[src/rtl/tk_pkg.sv]
`timescale 1ns/1ps
package tk_pkg;

  typedef struct packed {
    logic [7:0] cen;
    logic [7:0] yr;
    logic [4:0] mon;
    logic [5:0] dom;
    logic [2:0] dow;
    logic [5:0] hr;
    logic [6:0] mn;
    logic [6:0] sc;
  } tk_time_t;

  localparam logic [3:0] A_SEC  = 4'h0;
  localparam logic [3:0] A_MIN  = 4'h1;
  localparam logic [3:0] A_HOUR = 4'h2;
  localparam logic [3:0] A_DOW  = 4'h3;
  localparam logic [3:0] A_DOM  = 4'h4;
  localparam logic [3:0] A_MON  = 4'h5;
  localparam logic [3:0] A_YEAR = 4'h6;
  localparam logic [3:0] A_CEN  = 4'h7;
  localparam logic [3:0] A_CTRL = 4'hF;
  localparam int unsigned TE_BIT = 7;

  // Add one to a two-digit BCD value (no wrap: the caller decides the limit).
  function automatic logic [7:0] bcd_step(input logic [7:0] v);
    if (v[3:0] >= 4'd9) bcd_step = {v[7:4] + 4'd1, 4'h0};
    else                bcd_step = {v[7:4], v[3:0] + 4'd1};
  endfunction

  // Value modulo 4 of a BCD byte: (10*t + o) mod 4 == (2*t + o) mod 4.
  function automatic logic [1:0] bcd_mod4(input logic [7:0] v);
    bcd_mod4 = {v[4], 1'b0} + v[1:0];
  endfunction

  function automatic logic is_leap(input logic [7:0] cen, input logic [7:0] yr);
    if (yr == 8'h00) is_leap = (bcd_mod4(cen) == 2'd0);
    else             is_leap = (bcd_mod4(yr) == 2'd0);
  endfunction

  // Last day of the month, BCD.
  function automatic logic [5:0] month_last(input logic [4:0] mon, input logic leap);
    case (mon)
      5'h02:                      month_last = leap ? 6'h29 : 6'h28;
      5'h04, 5'h06, 5'h09, 5'h11: month_last = 6'h30;
      default:                    month_last = 6'h31;
    endcase
  endfunction

  // Masked store of one host byte into one field.
  function automatic tk_time_t apply_write(input tk_time_t t, input logic [2:0] sel,
                                           input logic [7:0] d);
    tk_time_t r;
    r = t;
    case (sel)
      3'd0: r.sc  = d[6:0];
      3'd1: r.mn  = d[6:0];
      3'd2: r.hr  = d[5:0];
      3'd3: r.dow = d[2:0];
      3'd4: r.dom = d[5:0];
      3'd5: r.mon = d[4:0];
      3'd6: r.yr  = d;
      default: r.cen = d;
    endcase
    return r;
  endfunction

  function automatic logic [7:0] field_byte(input tk_time_t t, input logic [2:0] sel);
    case (sel)
      3'd0: field_byte = {1'b0, t.sc};
      3'd1: field_byte = {1'b0, t.mn};
      3'd2: field_byte = {2'b00, t.hr};
      3'd3: field_byte = {5'b00000, t.dow};
      3'd4: field_byte = {2'b00, t.dom};
      3'd5: field_byte = {3'b000, t.mon};
      3'd6: field_byte = t.yr;
      default: field_byte = t.cen;
    endcase
  endfunction

endpackage

[src/rtl/tk_counter.sv]
`timescale 1ns/1ps
module tk_counter
  import tk_pkg::*;
#(
  parameter tk_time_t RST_VAL = '0
) (
  input  logic     clk,
  input  logic     rst_n,
  input  logic     tick,
  input  logic     reload,
  input  tk_time_t load_val,
  output tk_time_t cnt,
  output logic     hr_wrap,
  output logic     yr_wrap
);

  tk_time_t cnt_q, src, nxt;
  logic sec_wrap, min_wrap, day_wrap, mon_wrap;
  logic [5:0] last_day;

  assign src      = reload ? load_val : cnt_q;
  assign last_day = month_last(src.mon, is_leap(src.cen, src.yr));

  assign sec_wrap = tick     && (src.sc  >= 7'h59);
  assign min_wrap = sec_wrap && (src.mn  >= 7'h59);
  assign hr_wrap  = min_wrap && (src.hr  >= 6'h23);
  assign day_wrap = hr_wrap  && (src.dom >= last_day);
  assign mon_wrap = day_wrap && (src.mon >= 5'h12);
  assign yr_wrap  = mon_wrap && (src.yr  >= 8'h99);

  always_comb begin
    nxt = src;
    if (tick)     nxt.sc  = sec_wrap ? 7'h00 : 7'(bcd_step(8'(src.sc)));
    if (sec_wrap) nxt.mn  = min_wrap ? 7'h00 : 7'(bcd_step(8'(src.mn)));
    if (min_wrap) nxt.hr  = hr_wrap  ? 6'h00 : 6'(bcd_step(8'(src.hr)));
    if (hr_wrap) begin
      nxt.dow = (src.dow >= 3'd7) ? 3'd1 : src.dow + 3'd1;
      nxt.dom = day_wrap ? 6'h01 : 6'(bcd_step(8'(src.dom)));
    end
    if (day_wrap) nxt.mon = mon_wrap ? 5'h01 : 5'(bcd_step(8'(src.mon)));
    if (mon_wrap) nxt.yr  = yr_wrap  ? 8'h00 : bcd_step(src.yr);
    if (yr_wrap)  nxt.cen = (src.cen >= 8'h99) ? 8'h00 : bcd_step(src.cen);
  end

  always_ff @(posedge clk or negedge rst_n) begin
    if (!rst_n) cnt_q <= RST_VAL;
    else        cnt_q <= nxt;
  end

  assign cnt = cnt_q;

endmodule

[src/rtl/tk_snapshot.sv]
`timescale 1ns/1ps
module tk_snapshot
  import tk_pkg::*;
#(
  parameter int unsigned ADDR_W = 4,
  parameter tk_time_t    RST_VAL = '0
) (
  input  logic              clk,
  input  logic              rst_n,
  input  logic              wr_en,
  input  logic [ADDR_W-1:0] addr,
  input  logic [7:0]        wdata,
  input  tk_time_t          cnt,
  output logic              te,
  output tk_time_t          usr,
  output logic              reload
);

  localparam logic [ADDR_W-1:0] CTRL_A = ADDR_W'(A_CTRL);
  localparam logic [ADDR_W-1:0] NFIELD = ADDR_W'(8);

  logic     te_q, dirty_q;
  tk_time_t usr_q;
  logic     ctrl_wr, field_wr, freeze;

  assign ctrl_wr  = wr_en && (addr == CTRL_A);
  assign field_wr = wr_en && (addr < NFIELD) && !te_q;
  assign freeze   = ctrl_wr && te_q && !wdata[TE_BIT];
  assign reload   = ctrl_wr && !te_q && wdata[TE_BIT] && dirty_q;

  always_ff @(posedge clk or negedge rst_n) begin
    if (!rst_n) begin
      te_q    <= 1'b1;
      dirty_q <= 1'b0;
      usr_q   <= RST_VAL;
    end else begin
      if (ctrl_wr) te_q <= wdata[TE_BIT];
      if (freeze) begin
        usr_q   <= cnt;
        dirty_q <= 1'b0;
      end else if (field_wr) begin
        usr_q   <= apply_write(usr_q, addr[2:0], wdata);
        dirty_q <= 1'b1;
      end
    end
  end

  assign te  = te_q;
  assign usr = usr_q;

endmodule

[src/rtl/tk_readmux.sv]
`timescale 1ns/1ps
module tk_readmux
  import tk_pkg::*;
#(
  parameter int unsigned ADDR_W = 4
) (
  input  logic [ADDR_W-1:0] addr,
  input  logic              te,
  input  tk_time_t          cnt,
  input  tk_time_t          usr,
  output logic [7:0]        rdata
);

  localparam logic [ADDR_W-1:0] CTRL_A = ADDR_W'(A_CTRL);
  localparam logic [ADDR_W-1:0] NFIELD = ADDR_W'(8);

  tk_time_t view;
  assign view = te ? cnt : usr;

  always_comb begin
    if (addr < NFIELD)       rdata = field_byte(view, addr[2:0]);
    else if (addr == CTRL_A) rdata = {te, 7'b0};
    else                     rdata = 8'h00;
  end

endmodule

[src/rtl/bcd_timekeeper.sv]
`timescale 1ns/1ps
module bcd_timekeeper
  import tk_pkg::*;
#(
  parameter int unsigned ADDR_W  = 4,
  parameter logic [7:0]  RST_CEN = 8'h20,
  parameter logic [7:0]  RST_YR  = 8'h00,
  parameter logic [7:0]  RST_MON = 8'h01,
  parameter logic [7:0]  RST_DOM = 8'h01,
  parameter logic [7:0]  RST_DOW = 8'h01,
  parameter logic [7:0]  RST_HR  = 8'h00,
  parameter logic [7:0]  RST_MIN = 8'h00,
  parameter logic [7:0]  RST_SEC = 8'h00
) (
  input  logic              clk,
  input  logic              rst_n,
  input  logic              tick,
  input  logic              wr_en,
  input  logic [ADDR_W-1:0] addr,
  input  logic [7:0]        wdata,
  output logic [7:0]        rdata
);

  localparam tk_time_t RST_VAL = '{cen: RST_CEN, yr: RST_YR, mon: RST_MON[4:0],
                                   dom: RST_DOM[5:0], dow: RST_DOW[2:0],
                                   hr: RST_HR[5:0], mn: RST_MIN[6:0], sc: RST_SEC[6:0]};

  tk_time_t cnt_q, usr_q;
  logic     te_q, reload_ev, hr_wrap, yr_wrap;

  tk_counter #(.RST_VAL(RST_VAL)) u_cnt (
    .clk(clk), .rst_n(rst_n), .tick(tick), .reload(reload_ev),
    .load_val(usr_q), .cnt(cnt_q), .hr_wrap(hr_wrap), .yr_wrap(yr_wrap)
  );

  tk_snapshot #(.ADDR_W(ADDR_W), .RST_VAL(RST_VAL)) u_snap (
    .clk(clk), .rst_n(rst_n), .wr_en(wr_en), .addr(addr), .wdata(wdata),
    .cnt(cnt_q), .te(te_q), .usr(usr_q), .reload(reload_ev)
  );

  tk_readmux #(.ADDR_W(ADDR_W)) u_rd (
    .addr(addr), .te(te_q), .cnt(cnt_q), .usr(usr_q), .rdata(rdata)
  );

endmodule

[config.mk]
export PLATFORM = sky130hd
export DESIGN_NAME = bcd_timekeeper
export DESIGN_NICKNAME = d
export VERILOG_FILES = /design/src/rtl/tk_pkg.sv /design/src/rtl/tk_counter.sv /design/src/rtl/tk_snapshot.sv /design/src/rtl/tk_readmux.sv /design/src/rtl/bcd_timekeeper.sv
export SDC_FILE = /design/constraint.sdc
export NUM_CORES = 1
export LEC_CHECK = 0
export BUFFER_PORTS_ARGS = -buffer_cell sky130_fd_sc_hd__buf_2
export CAP_MARGIN = 20
export CORE_ASPECT_RATIO = 1.1
export CORE_MARGIN = 1
export CORE_UTILIZATION = 51
export DETAILED_ROUTE_END_ITERATION = 8
export GPL_ROUTABILITY_DRIVEN = 0
export PLACE_DENSITY = 0.7
export SLEW_MARGIN = 20
export SYNTH_ARGS = -nofsm -noshare
export SYNTH_HDL_FRONTEND = slang
export SYNTH_SLANG_ARGS = --single-unit
[constraint.sdc]
create_clock -name clk -period 3.9 [get_ports clk]
set_input_delay 0.195 -clock clk [delete_from_list [all_inputs] [get_ports clk]]
set_output_delay 0.195 -clock clk [all_outputs]
set_load 0.005 [all_outputs]
* After elaboration in Yosys (flattened, before gate mapping)
Index checks and enable logic that the tools add are counted.
** Cells by class
- Eq/ne operators :: 13
- Multiplexer cells :: 42
- Reduce and logical (&&, ||, !) cells :: 38
- $add $sub $neg :: 17
- Order comparisons :: 16
** Operator list (count)
- 50-bit 2-to-1 mux :: 4
- 8-bit 2-to-1 mux :: 10
- 7-bit 2-to-1 mux :: 8
- 8-bit case mux with 7 select lines :: 1
- 6-bit 2-to-1 mux :: 7
- 4-bit by 1-bit adder with 4-bit output (second input constant) :: 9
- 4-bit greater-or-equal comparator (second input constant) :: 7
- 5-bit 2-to-1 mux :: 4
- 8-bit greater-or-equal comparator (second input constant) :: 2
- 2-bit AND reduction :: 8
- 2-bit nonzero test :: 8
- 7-bit greater-or-equal comparator (second input constant) :: 2
- 1-bit logical AND :: 14
- 6-bit case mux with 2 select lines :: 1
- 5-bit by 3-bit equality test with 1-bit output (second input constant) :: 2
- 3-bit by 1-bit adder with 3-bit output (second input constant) :: 3
- 3-bit equality test (second input constant) :: 3
- 9-bit 2-to-1 mux :: 1
- 8-bit logical NOT :: 1
- 7-bit OR reduction :: 1
- 3-bit by 2-bit equality test with 1-bit output (second input constant) :: 2
- 6-bit greater-or-equal comparator :: 1
- 6-bit greater-or-equal comparator (second input constant) :: 1
- 3-bit 2-to-1 mux :: 2
- 17 further kinds :: 24
** Storage, ports and cells
- Register bits :: 102
- Bits of input ports :: 16

* Logic depth before layout (Yosys ltp)
Gate-level depths: netlist (run 1).
- Depth in word-level cells :: 17
- Depth in mapped cells :: 24
- Depth with buffers taken out :: 19

* By module
Synthesis (run 1) repeated with hierarchy kept, for this count alone.
** Unflattened totals
- Cell total of the unflattened synthesis :: 854
- Area, all modules :: 7767.4 µm²
** By module, submodules not included
- tk_counter :: cells an instance 403, times used 1, area an instance 3907.5 µm², seq. area each 1256.2 µm²
- tk_snapshot :: cells an instance 332, times used 1, area an instance 2867.8 µm², seq. area each 1307.5 µm²
- tk_readmux :: cells an instance 119, times used 1, area an instance 992.2 µm², seq. area each 0.0 µm²

* Worst setup path after synthesis (run 1)
Ideal clock, no wire load.
- Path type :: reg2reg
- From :: reg u_snap.te_q (netlist: u_snap.te)
- To :: reg u_cnt.cnt[48] (netlist name)
- Cell stages (with the launch flop) :: 21
- Arrival :: 3.992 ns
- Setup slack :: -0.216 ns
- Library setup time :: 0.124 ns
- Buffers on the path :: 3
- Clock period less this slack :: 4.116 ns
- Cell sequence :: dfstp_2 > nand3b_2 > or3_1 > buf_2 > buf_4 > buf_2 > mux2i_1 > ha_1 > nand2_1 > nor4_2 > nor4_1 > nor3_1 > a21oi_1 > ha_1 > nor4b_1 > nand3_1 > a41oi_1 > or2_2 > nor4_4 > nor2_1 > a211o_1
** RTL lines
- start: declaration :: line tk_snapshot.sv:22 : logic te_q, dirty_q;
- start signal: assignment :: line tk_snapshot.sv:37 : if (ctrl_wr) te_q <= wdata[TE_BIT];

==> results of run 1 <==
-- registers in the layout (all words and copies together), names as in the netlist --
name,flops
u_snap.usr,50
u_snap.dirty_q,1
u_cnt.cnt,50
u_snap.te,1
-- final cells by class --
type                            instances  area [µm²]  share of cell area [%]
Multi-Input combinational cell        651        4680                    54.4
Sequential cell                       102        2560                    29.8
Timing Repair Buffer                   87         659                    7.66
Clock buffer                           13         270                    3.14
Tap cell                              192         240                    2.79
Inverter                               39         146                    1.70
Clock inverter                          3        42.5                   0.494
-- where the power goes --
part           leakage [nW]  switching (mW)  total [mW]  internal (mW)
combinational          2.65           0.826        1.50          0.678
clock                 0.152           0.411       0.961          0.550
sequential             1.25           0.446        1.81           1.36
-- path summary, 6_finish.rpt --
path                               startpoint        endpoint  slack (ns)
min in group asynchronous               rst_n    u_cnt.cnt[2]        0.30
max in group asynchronous               rst_n  u_snap.usr[47]        2.71
worst max register to register      u_snap.te   u_cnt.cnt[46]        0.03
worst min register to register  u_cnt.cnt[20]  u_snap.usr[20]        0.50
worst min-delay path                 wdata[6]   u_snap.usr[6]        0.20
worst max-delay path                u_snap.te   u_cnt.cnt[46]        0.03
-- what timing repair did --
| action | in CTS | in global routing |
|---|---|---|
| pin swaps | 0 | 8 |
| gates cloned | 0 | 1 |
| hold endpoints to repair | 27 | 0 |
| gates resized for setup | 2 | 25 |
| endpoints found under the setup margin | 19 | 27 |
| hold buffers | 1 | 0 |
| setup buffers | 0 | 7 |
-- logic make-up after synthesis --
family | count (synthesis) | share of synthesized area (%)
adders and majority gates | 35 | 5.86
muxes | 130 | 18.4
and+or+nand+nor | 275 | 18.2
xor gates and xnor gates | 13 | 1.52
buffers and inverters | 89 | 4.99
AOI/OAI and AO/OA | 198 | 16.7
DFF | 102 | 34.3
-- worst register-to-register path, stage by stage, from the launching register on --
cell and delay [ns]:
dfstp_2 0.38, nand3b_4 0.15, or3_4 0.48, mux2i_4 0.23
ha_2 0.21, nand2_2 0.08, nor4_4 0.04, and4b_1 0.22
nor3_1 0.18, a21oi_1 0.11, ha_1 0.33, nor4b_2 0.06
o21ai_1 0.10, a41oi_2 0.15, buf_4 0.16, nor2_4 0.14
nand3_4 0.11, or4_4 0.45, mux2i_1 0.19
-- synth_stat cells (all sizes together) (6+ instances only) --
cell type,number
a211oi,6
a21oi,29
a221oi,8
a31oi,10
and3,6
buf,29
clkbuf,21
dfrtp,93
dfstp,9
ha,35
inv,39
mux2,14
mux2i,113
nand2,125
nand3,23
nor2,60
nor3,15
o211ai,7
o21ai,90
o22ai,8
or4,6
xnor2,10
-- metrics by stage --
stage                     total power, mW  instances  worst slack (ns)  util [%]
after global routing                 4.52       1087            -0.113      59.8
final                                4.27       1087            0.0270      59.8
after detailed placement             3.22       1063            -0.113      56.3
after CTS                            4.19       1080          0.000689      58.5
after floorplan                      2.63        842           -0.0487         -
after global placement               3.17       1063            0.0402      56.3
-- layer usage --
metal  GRT usage, %  share of wire, %
met5              0                 0
met4           16.2               4.4
met3           4.12               5.4
met2           51.8                48
met1           38.9                42
==> metrics.cfg, run 1 <==
[global_route]
antenna_found_initial=0
overflow=0
grt_max_degree=52
grt_pass1_wl_um=35600
grt_pass1_vias=6388
grt_usage_pct=30.8

[clock_network]
cts_root_buf=clkbuf_16
clk_pin_slew_ns=0.07
cts_buffers=9
cts_tree=built
clockBufferDepth=2
clkSinkCount=102
insertion_delay_ns=0.36
htreeDepth=3

[yosys]
synthFlopType=dfrtp_1
syn_avg_cell_area_um2=8.88
netlist.area_leader.share_pct=31.1
syn_nets=893
netlist_area_um2=7480
seq_area_frac_synth_pct=34.3
synth_warnings=0
yosys.area.top_type=dfrtp_1
ys_async_sr_fraction_pct=100
syn_inst=842
synth_seq_cells=102
synth_edf_count=0
synth.area.top_cells=dfrtp_1 (31%), mux2i_1 (15%), nand2_1 (6.2%), ha_1 (5.9%), o21ai_0 (5.6%)
yosysUniqueCellTypes=79

[timing]
clock.fmax_mhz=258
slew_headroom_pct=57.0
min_period_over_period_pct=99.3
final-hold-violation-count=0
drv_slew=0
hold_slack_ns=0.201
min_period_ns=3.87
fin_skew_ns=0.00907
setup_viol=0
rsz0062_at_grt=yes
worst_slew_pin_slew_ns=0.627
fin_tns_setup_ns=0

[status]
outcome=complete, no violations

[die]
die_y_um=129
rows=46
die-area_um2=15100
ioPinCount=24
coreArea_um2=14400
start_util_pct=52.0
die_w_um=117

[critical_path]
critPathBufInv=1
max_stage_delay_ns=0.48
worstPathCellList=nand3b_4 > or3_4 > mux2i_4 > ha_2 > nand2_2 > nor4_4 > and4b_1 > nor3_1 > a21oi_1 > ha_1 > nor4b_2 > o21ai_1 > a41oi_2 > buf_4 > nor2_4 > nand3_4 > or4_4 > mux2i_1
worstPathRequired_ns=4.17
slowest_stage=or3_4
criticalPathCategory=flip-flop to flip-flop
cp_max_fo=7
crit_cells=18
crit_path_end_kind=flip-flop
rr_worst_depth=18
start_kind=flip-flop
cpLargestDelayFamily=simple AND/OR/NAND/NOR gates
cp.arrival_ns=4.14

[placed_design]
placed_cell_area_um2=8100
numPortBuffers=23
dpl.hpwl_um=16800

[finish]
stdcell_area_um2=8600
most-common-layout-cells=nand2_1 (121), mux2i_1 (106), dfrtp_1 (93), o21ai_0 (82), buf_4 (59)
syn2layout_area_growth_pct=15.1
drive_gt1_share_pct=19.0
fin_nets=941
antennaDiodeCount=0
final_common_cell=nand2_1
nFillCells=1268

[power]
cellPowerDensity_nw_per_um2=496
vdd_drop_max_mv=0.280
p_leak_nw=4.05

[routing]
drc=0
vias_per_cell=6.20
num_vias=6743
postRouteAntennaNets=0
drt-pass1-iter-count=7
wl_um=23000
avgRoutedWirePerCell_um=21.1
drt_iter0_drc=741

[hold_path]
hold_path_depth=3
hp-class=primary input to flip-flop

[run]
drv_cap=0

(Power assumes the default switching activity.)
==> run 2, diff against run 1 <==
- MAX_ROUTING_LAYER: not set -> met4
- SLEW_MARGIN: 20 -> not set
==> run 2 against run 1 <==
Compared with the run above:
- non-clock buffer count unchanged
- power about the same
- die area did not move
- fmax rose by 0.79%
- combinational power hardly changed
- design area stayed put
- via count rose by 0.87%
- wire length up 0.51%
- clock power about the same
- critical path type unchanged
- critical endpoint unchanged
==> metrics.cfg, run 2 (synthesized netlist as in run 1, its figures left out) <==
[power]
swShare_pct=39.5
internal_power_mw=2.59
pwr-share-comb_pct=35.2
p_seq_share_pct=42.3
p_leak_nw=4.05
p_switching_mw=1.69
cellPowerDensity_nw_per_um2=497
vdd_drop_max_mv=0.281
clkPwrFrac_pct=22.5

[critical_path]
rr_worst_depth=18
start_kind=flip-flop
crit_path_end_kind=flip-flop
worstPathRequired_ns=4.17
cp.arrival_ns=4.11
criticalPathCategory=flip-flop to flip-flop
slowest_stage=or3_4
worstPathCellList=nand3b_4 > or3_4 > mux2i_4 > ha_2 > nand2_2 > nor4_4 > and4b_1 > nor3_1 > a21oi_1 > ha_1 > nor4b_2 > o21ai_1 > a41oi_2 > buf_4 > nor2_4 > nand3_4 > or4_4 > mux2i_1
r2r_slack_ns=0.06
max_stage_delay_ns=0.48
timing.rr.end=u_cnt.cnt[46]
r2r_start=u_snap.te
cp_max_fo=7

[routing]
avgRoutedWirePerCell_um=21.3
num_vias=6802
drc=0
postRouteAntennaNets=0
drt_iter0_drc=719
wl_um=23100
drt-pass1-iter-count=5
vias_per_cell=6.26

[timing]
worst_slew_pin_slew_ns=0.610
drv_slew=0
finalWorstSetupSlack_ns=0.0572
hold_slack_ns=0.195
final-hold-violation-count=0
setup_viol=0
min_period_ns=3.84
rsz0062_at_grt=yes
clock.fmax_mhz=260
fin_skew_ns=0.0102
slew_headroom_pct=58.2
min_period_over_period_pct=98.5

[die]
coreArea_um2=14400
rows=46
die_y_um=129
start_util_pct=52.0
die_w_um=117
die-area_um2=15100
ioPinCount=24

[placed_design]
dpl.hpwl_um=16800
numPortBuffers=23
place_ws_ns=-0.113

[status]
outcome=complete, no violations

[global_route]
grt_pass1_wl_um=35600
antenna_found_initial=0
grt_max_degree=52
grt_usage_pct=31.8
grt_pass1_vias=6378
overflow=0

[clock_network]
cts_buffers=9
insertion_delay_ns=0.36
clockBufferDepth=2
clkSinkCount=102
clk_pin_slew_ns=0.07
htreeDepth=3
cts_tree=built
cts_root_buf=clkbuf_16

[finish]
seq_area_um2=2560
antennaDiodeCount=0
syn2layout_area_growth_pct=15.1
most-common-layout-cells=nand2_1 (121), mux2i_1 (106), dfrtp_1 (93), o21ai_0 (82), buf_4 (59)
fin_nets=941
multiInputGateArea_um2=4680
nFillCells=1268
drive_gt1_share_pct=19.0
final_common_cell=nand2_1

[run]
drv_cap=0

[hold_path]
hp-class=primary input to flip-flop
holdPathEnd=u_cnt.cnt[0]
min_from=tick
hold_path_depth=2

-- run 2: cell counts in the layout (fill, tap and decap cells not counted) --
No cell type changed its count.
-- run 2: worst max path at each step --
stage	startpoint	endpoint	slack, ns
floorplan	u_snap.te	u_cnt.cnt[48]	-0.05
global placement	u_snap.te	u_cnt.cnt[48]	0.04
detailed placement	u_snap.te	u_cnt.cnt[48]	-0.11
CTS	u_snap.te	u_cnt.cnt[42]	0.0007
global route	u_snap.te	u_cnt.cnt[46]	-0.11
finish	u_snap.te	u_cnt.cnt[46]	0.06
-- run 2: metal layers --
layer  track usage (%)  up-vias  share of wire, %
met5                 -        -                 0
met4              15.1        0               3.9
met3              3.86       67               5.7
met2              52.2      274                48
met1              39.2     3324                42
li1                  -     3137                 -
-- run 2: per-stage QoR --
| step | cell area, µm² | util, % | TNS [ns] | cells | total power [mW] |
|---|---|---|---|---|---|
| finish | 8600 | 59.8 | 0 | 1087 | 4.27 |
| detailed placement | 8100 | 56.3 | -0.945 | 1063 | 3.22 |
| global route | 8600 | 59.8 | -0.571 | 1087 | 4.52 |
| CTS | 8420 | 58.5 | 0 | 1080 | 4.19 |
| floorplan | 7490 | - | -0.224 | 842 | 2.63 |
| global placement | 8100 | 56.3 | 0 | 1063 | 3.17 |
-- run 2: final cells by class --
class                      count  area share [%]
multi-input combinational    651            54.4
sequential                   102            29.8
timing repair buffer          87            7.66
clock buffer                  13            3.14
tap                          192            2.79
inverter                      39            1.70
clock inverter                 3           0.494
-- run 2: power by group through the flow --
stage          sequential, mW  clock [mW]  combinational (mW)
6_report                 1.81       0.962                1.50
5_1_grt                  1.83        1.01                1.68
4_1_cts                  1.78       0.968                1.44
3_5_place_dp             1.79           0                1.43
3_3_place_gp             1.78           0                1.38
2_1_floorplan            1.59           0                1.04
-- run 2: timing repair --
| item | 4_1_cts | 5_1_grt |
|---|---|---|
| hold endpoints to repair | 27 | 0 |
| cloned | 0 | 1 |
| buffers inserted | 0 | 7 |
| gates resized for setup | 2 | 25 |
| hold buffers | 1 | 0 |
| pin swaps | 0 | 8 |
| setup endpoints to repair | 19 | 27 |
-- run 2: critical path: cells and delay by family, from the launching register on --
family / cells / cell delay [ns]
muxes: 2 / 0.41
adders and majority gates: 2 / 0.54
buffers and inverters: 1 / 0.16
and+or+nand+nor: 10 / 1.90
AOI/OAI and AO/OA: 3 / 0.36
DFF: 1 / 0.37
==> run 3, diff against run 2 <==
- ABC_AREA: not set -> 1
- CAP_MARGIN: 20 -> 25
- MAX_ROUTING_LAYER: met4 -> not set
==> run 3 against run 2 <==
Compared with the run above:
- clock power shrank 9.1%
- worst hold slack worse by 0.052 ns
- via count increased by 2.4%
- design area decreased by 7.0%
- critical path depth down 1
- sequential share of layout area rose by 2.2 points
- combinational power up 34%
- area after synthesis fell by 2.7%
==> metrics.cfg, run 3 <==
[critical_path]
slowest_stage=dfstp_2
worstPathRequired_ns=4.15
crit_path_end_kind=flip-flop
start_kind=flip-flop
max_stage_delay_ns=0.37
worstPathCellList=nor2_1 > nand4_1 > buf_12 > nand2_1 > nand2_1 > nor3_1 > nand4_1 > o21ai_0 > a21boi_0 > ha_1 > nand4_1 > nand3_1 > inv_2 > nor2_8 > nand3_2 > nand2_1 > nand2_1
crit_top_cell=nand2_1
cp.arrival_ns=3.82
cp_max_fo=46
criticalPathCategory=flip-flop to flip-flop
rr_worst_depth=17

[global_route]
grt_pass1_vias=6392
grt_max_degree=47
antenna_found_initial=0
grt_pass1_wl_um=33000
overflow=0
grt_usage_pct=29.2

[routing]
num_vias=6963
drt_iter0_drc=715
drt-pass1-iter-count=5
drc=0
avgRoutedWirePerCell_um=16.4
vias_per_cell=5.54
wl_um=20600
postRouteAntennaNets=0

[clock_network]
cts_buffers=9
cts_root_buf=clkbuf_16
insertion_delay_ns=0.35
clk_pin_slew_ns=0.08
clkSinkCount=102
clockBufferDepth=2
cts_tree=built
htreeDepth=3

[timing]
drv_slew=0
fin_skew_ns=0.00901
fin_tns_setup_ns=0
worst_slew_pin_slew_ns=0.698
min_period_over_period_pct=91.3
clock.fmax_mhz=281
setup_viol=0
rsz0062_at_grt=no
final-hold-violation-count=0
slew_headroom_pct=52.2
min_period_ns=3.56

[finish]
syn2layout_area_growth_pct=10.0
drive_gt1_share_pct=9.18
most-common-layout-cells=nand2_1 (285), inv_1 (171), dfrtp_1 (93), o21ai_0 (75), nor2_1 (60)
fin_nets=1114
antennaDiodeCount=0
final_common_cell=nand2_1
post-route-util_pct=57.8

[yosys]
synth.most_common_cell=nand2_1
netlist_area_um2=7280
synth_common_cells=nand2_1 (285), inv_1 (171), dfrtp_1 (93), o21ai_0 (76), nor2_1 (60)
netlist.area_leader.share_pct=32.0
synthFlopType=dfrtp_1
yosysUniqueCellTypes=45
synth_seq_cells=102
ys_async_sr_fraction_pct=100
synth_edf_count=0
syn_inst=1028
synth_warnings=0
yosys.area.top_type=dfrtp_1
synth.area.top_cells=dfrtp_1 (32%), nand2_1 (15%), inv_1 (8.8%), ha_1 (6.0%), o21ai_0 (5.2%)
seq_area_frac_synth_pct=35.2
syn_avg_cell_area_um2=7.08
syn_nets=1079

[power]
clkPwrFrac_pct=19.1
p_seq_share_pct=36.8
internal_power_mw=2.57
pwr-share-comb_pct=44.0
cellPowerDensity_nw_per_um2=570
p_leak_nw=4.01
swShare_pct=43.7
vdd_drop_max_mv=0.226
p_switching_mw=2.00

[die]
ioPinCount=24
die_w_um=116
die_y_um=127
start_util_pct=52.5
die-area_um2=14800
rows=45
coreArea_um2=13900

[hold_path]
hold_path_depth=2
hp-class=primary input to flip-flop

[placed_design]
dpl.hpwl_um=15600
numPortBuffers=23

[run]
drv_cap=0

[status]
outcome=complete, no violations

-- run 3: changes by cell type after synthesis, moves of 10 or more --
cell and delta:
nand2_1 +161, inv_1 +132, mux2i_1 -110, o221ai_1 +24
nand4_1 +22, o211ai_1 +21, nand3_1 +19, o21ai_1 +19
mux2_2 -13, buf_1 -10
-- run 3: area by class of cell --
type,instances,area [µm²]
Clock buffer,10,229
Clock inverter,6,51.3
Fill cell,1387,5840
Inverter,176,661
Multi-Input combinational cell,721,3910
Sequential cell,102,2560
Tap cell,188,235
Timing Repair Buffer,53,358
-- run 3: power by group through the flow --
| stage | clock network, mW | registers (mW) | logic, mW |
|---|---|---|---|
| after floorplan | 0 | 1.60 | 1.46 |
| after global placement | 0 | 1.68 | 1.94 |
| after detailed placement | 0 | 1.69 | 1.97 |
| after CTS | 0.885 | 1.67 | 1.98 |
| after global routing | 0.923 | 1.71 | 2.30 |
| final | 0.874 | 1.68 | 2.01 |
-- run 3: path summary, 6_finish.rpt --
path                           startpoint             end  slack [ns]
min                                  tick    u_cnt.cnt[0]        0.14
max                             u_snap.te   u_cnt.cnt[45]        0.34
min reg2reg                u_snap.dirty_q  u_snap.dirty_q        0.51
min in group asynchronous           rst_n   u_cnt.cnt[22]        0.34
max in group asynchronous           rst_n   u_cnt.cnt[47]        2.72
max reg2reg                     u_snap.te   u_cnt.cnt[45]        0.34
-- run 3: per-stage QoR --
step           hold WS [ns]  power (mW)  instance area, µm²  std cells  setup slack [ns]
3_3_place_gp          0.187        3.62                7700       1238             0.360
6_report              0.143        4.56                8010       1256             0.337
5_1_grt               0.149        4.93                8010       1256            0.0311
4_1_cts               0.135        4.54                7990       1255             0.213
3_5_place_dp          0.186        3.66                7700       1238             0.183
2_1_floorplan        -0.101        3.05                7280       1028             0.552
-- run 3: cells by family (layout without fill, tap and decap cells) --
logic type	Yosys count	count (layout)	synth area share, %
AOI/OAI and AO/OA	224	224	19.5
buffers and inverters	206	245	11.3
muxes	1	1	0.138
xor gates and xnor gates	15	15	1.81
adders and majority gates	35	35	6.02
and+or+nand+nor	445	446	26.0
DFF	102	102	35.2
-- run 3: critical path: cells and delay by family, from the launching register on --
kind,cells,cell delay (ns)
AND/OR/NAND/NOR,12,1.91
AO/OA/AOI/OAI,2,0.43
buffers and inverters,2,0.42
flip-flops,1,0.37
adder cells (fa/ha/maj),1,0.30
-- run 3: metal layers --
metal  global-route usage, %  share of wire, %
met3                    4.70               6.3
met2                    46.2                46
met1                    38.0                43
met5                       0                 0
met4                    15.9               5.6
-- run 3: timing repair --
action | 4_1_cts | 5_1_grt
hold endpoints to repair | 31 | 0
hold buffers | 1 | 0
setup buffers | 0 | 0
gates resized for setup | 0 | 2
endpoints found under the setup margin | 0 | 16
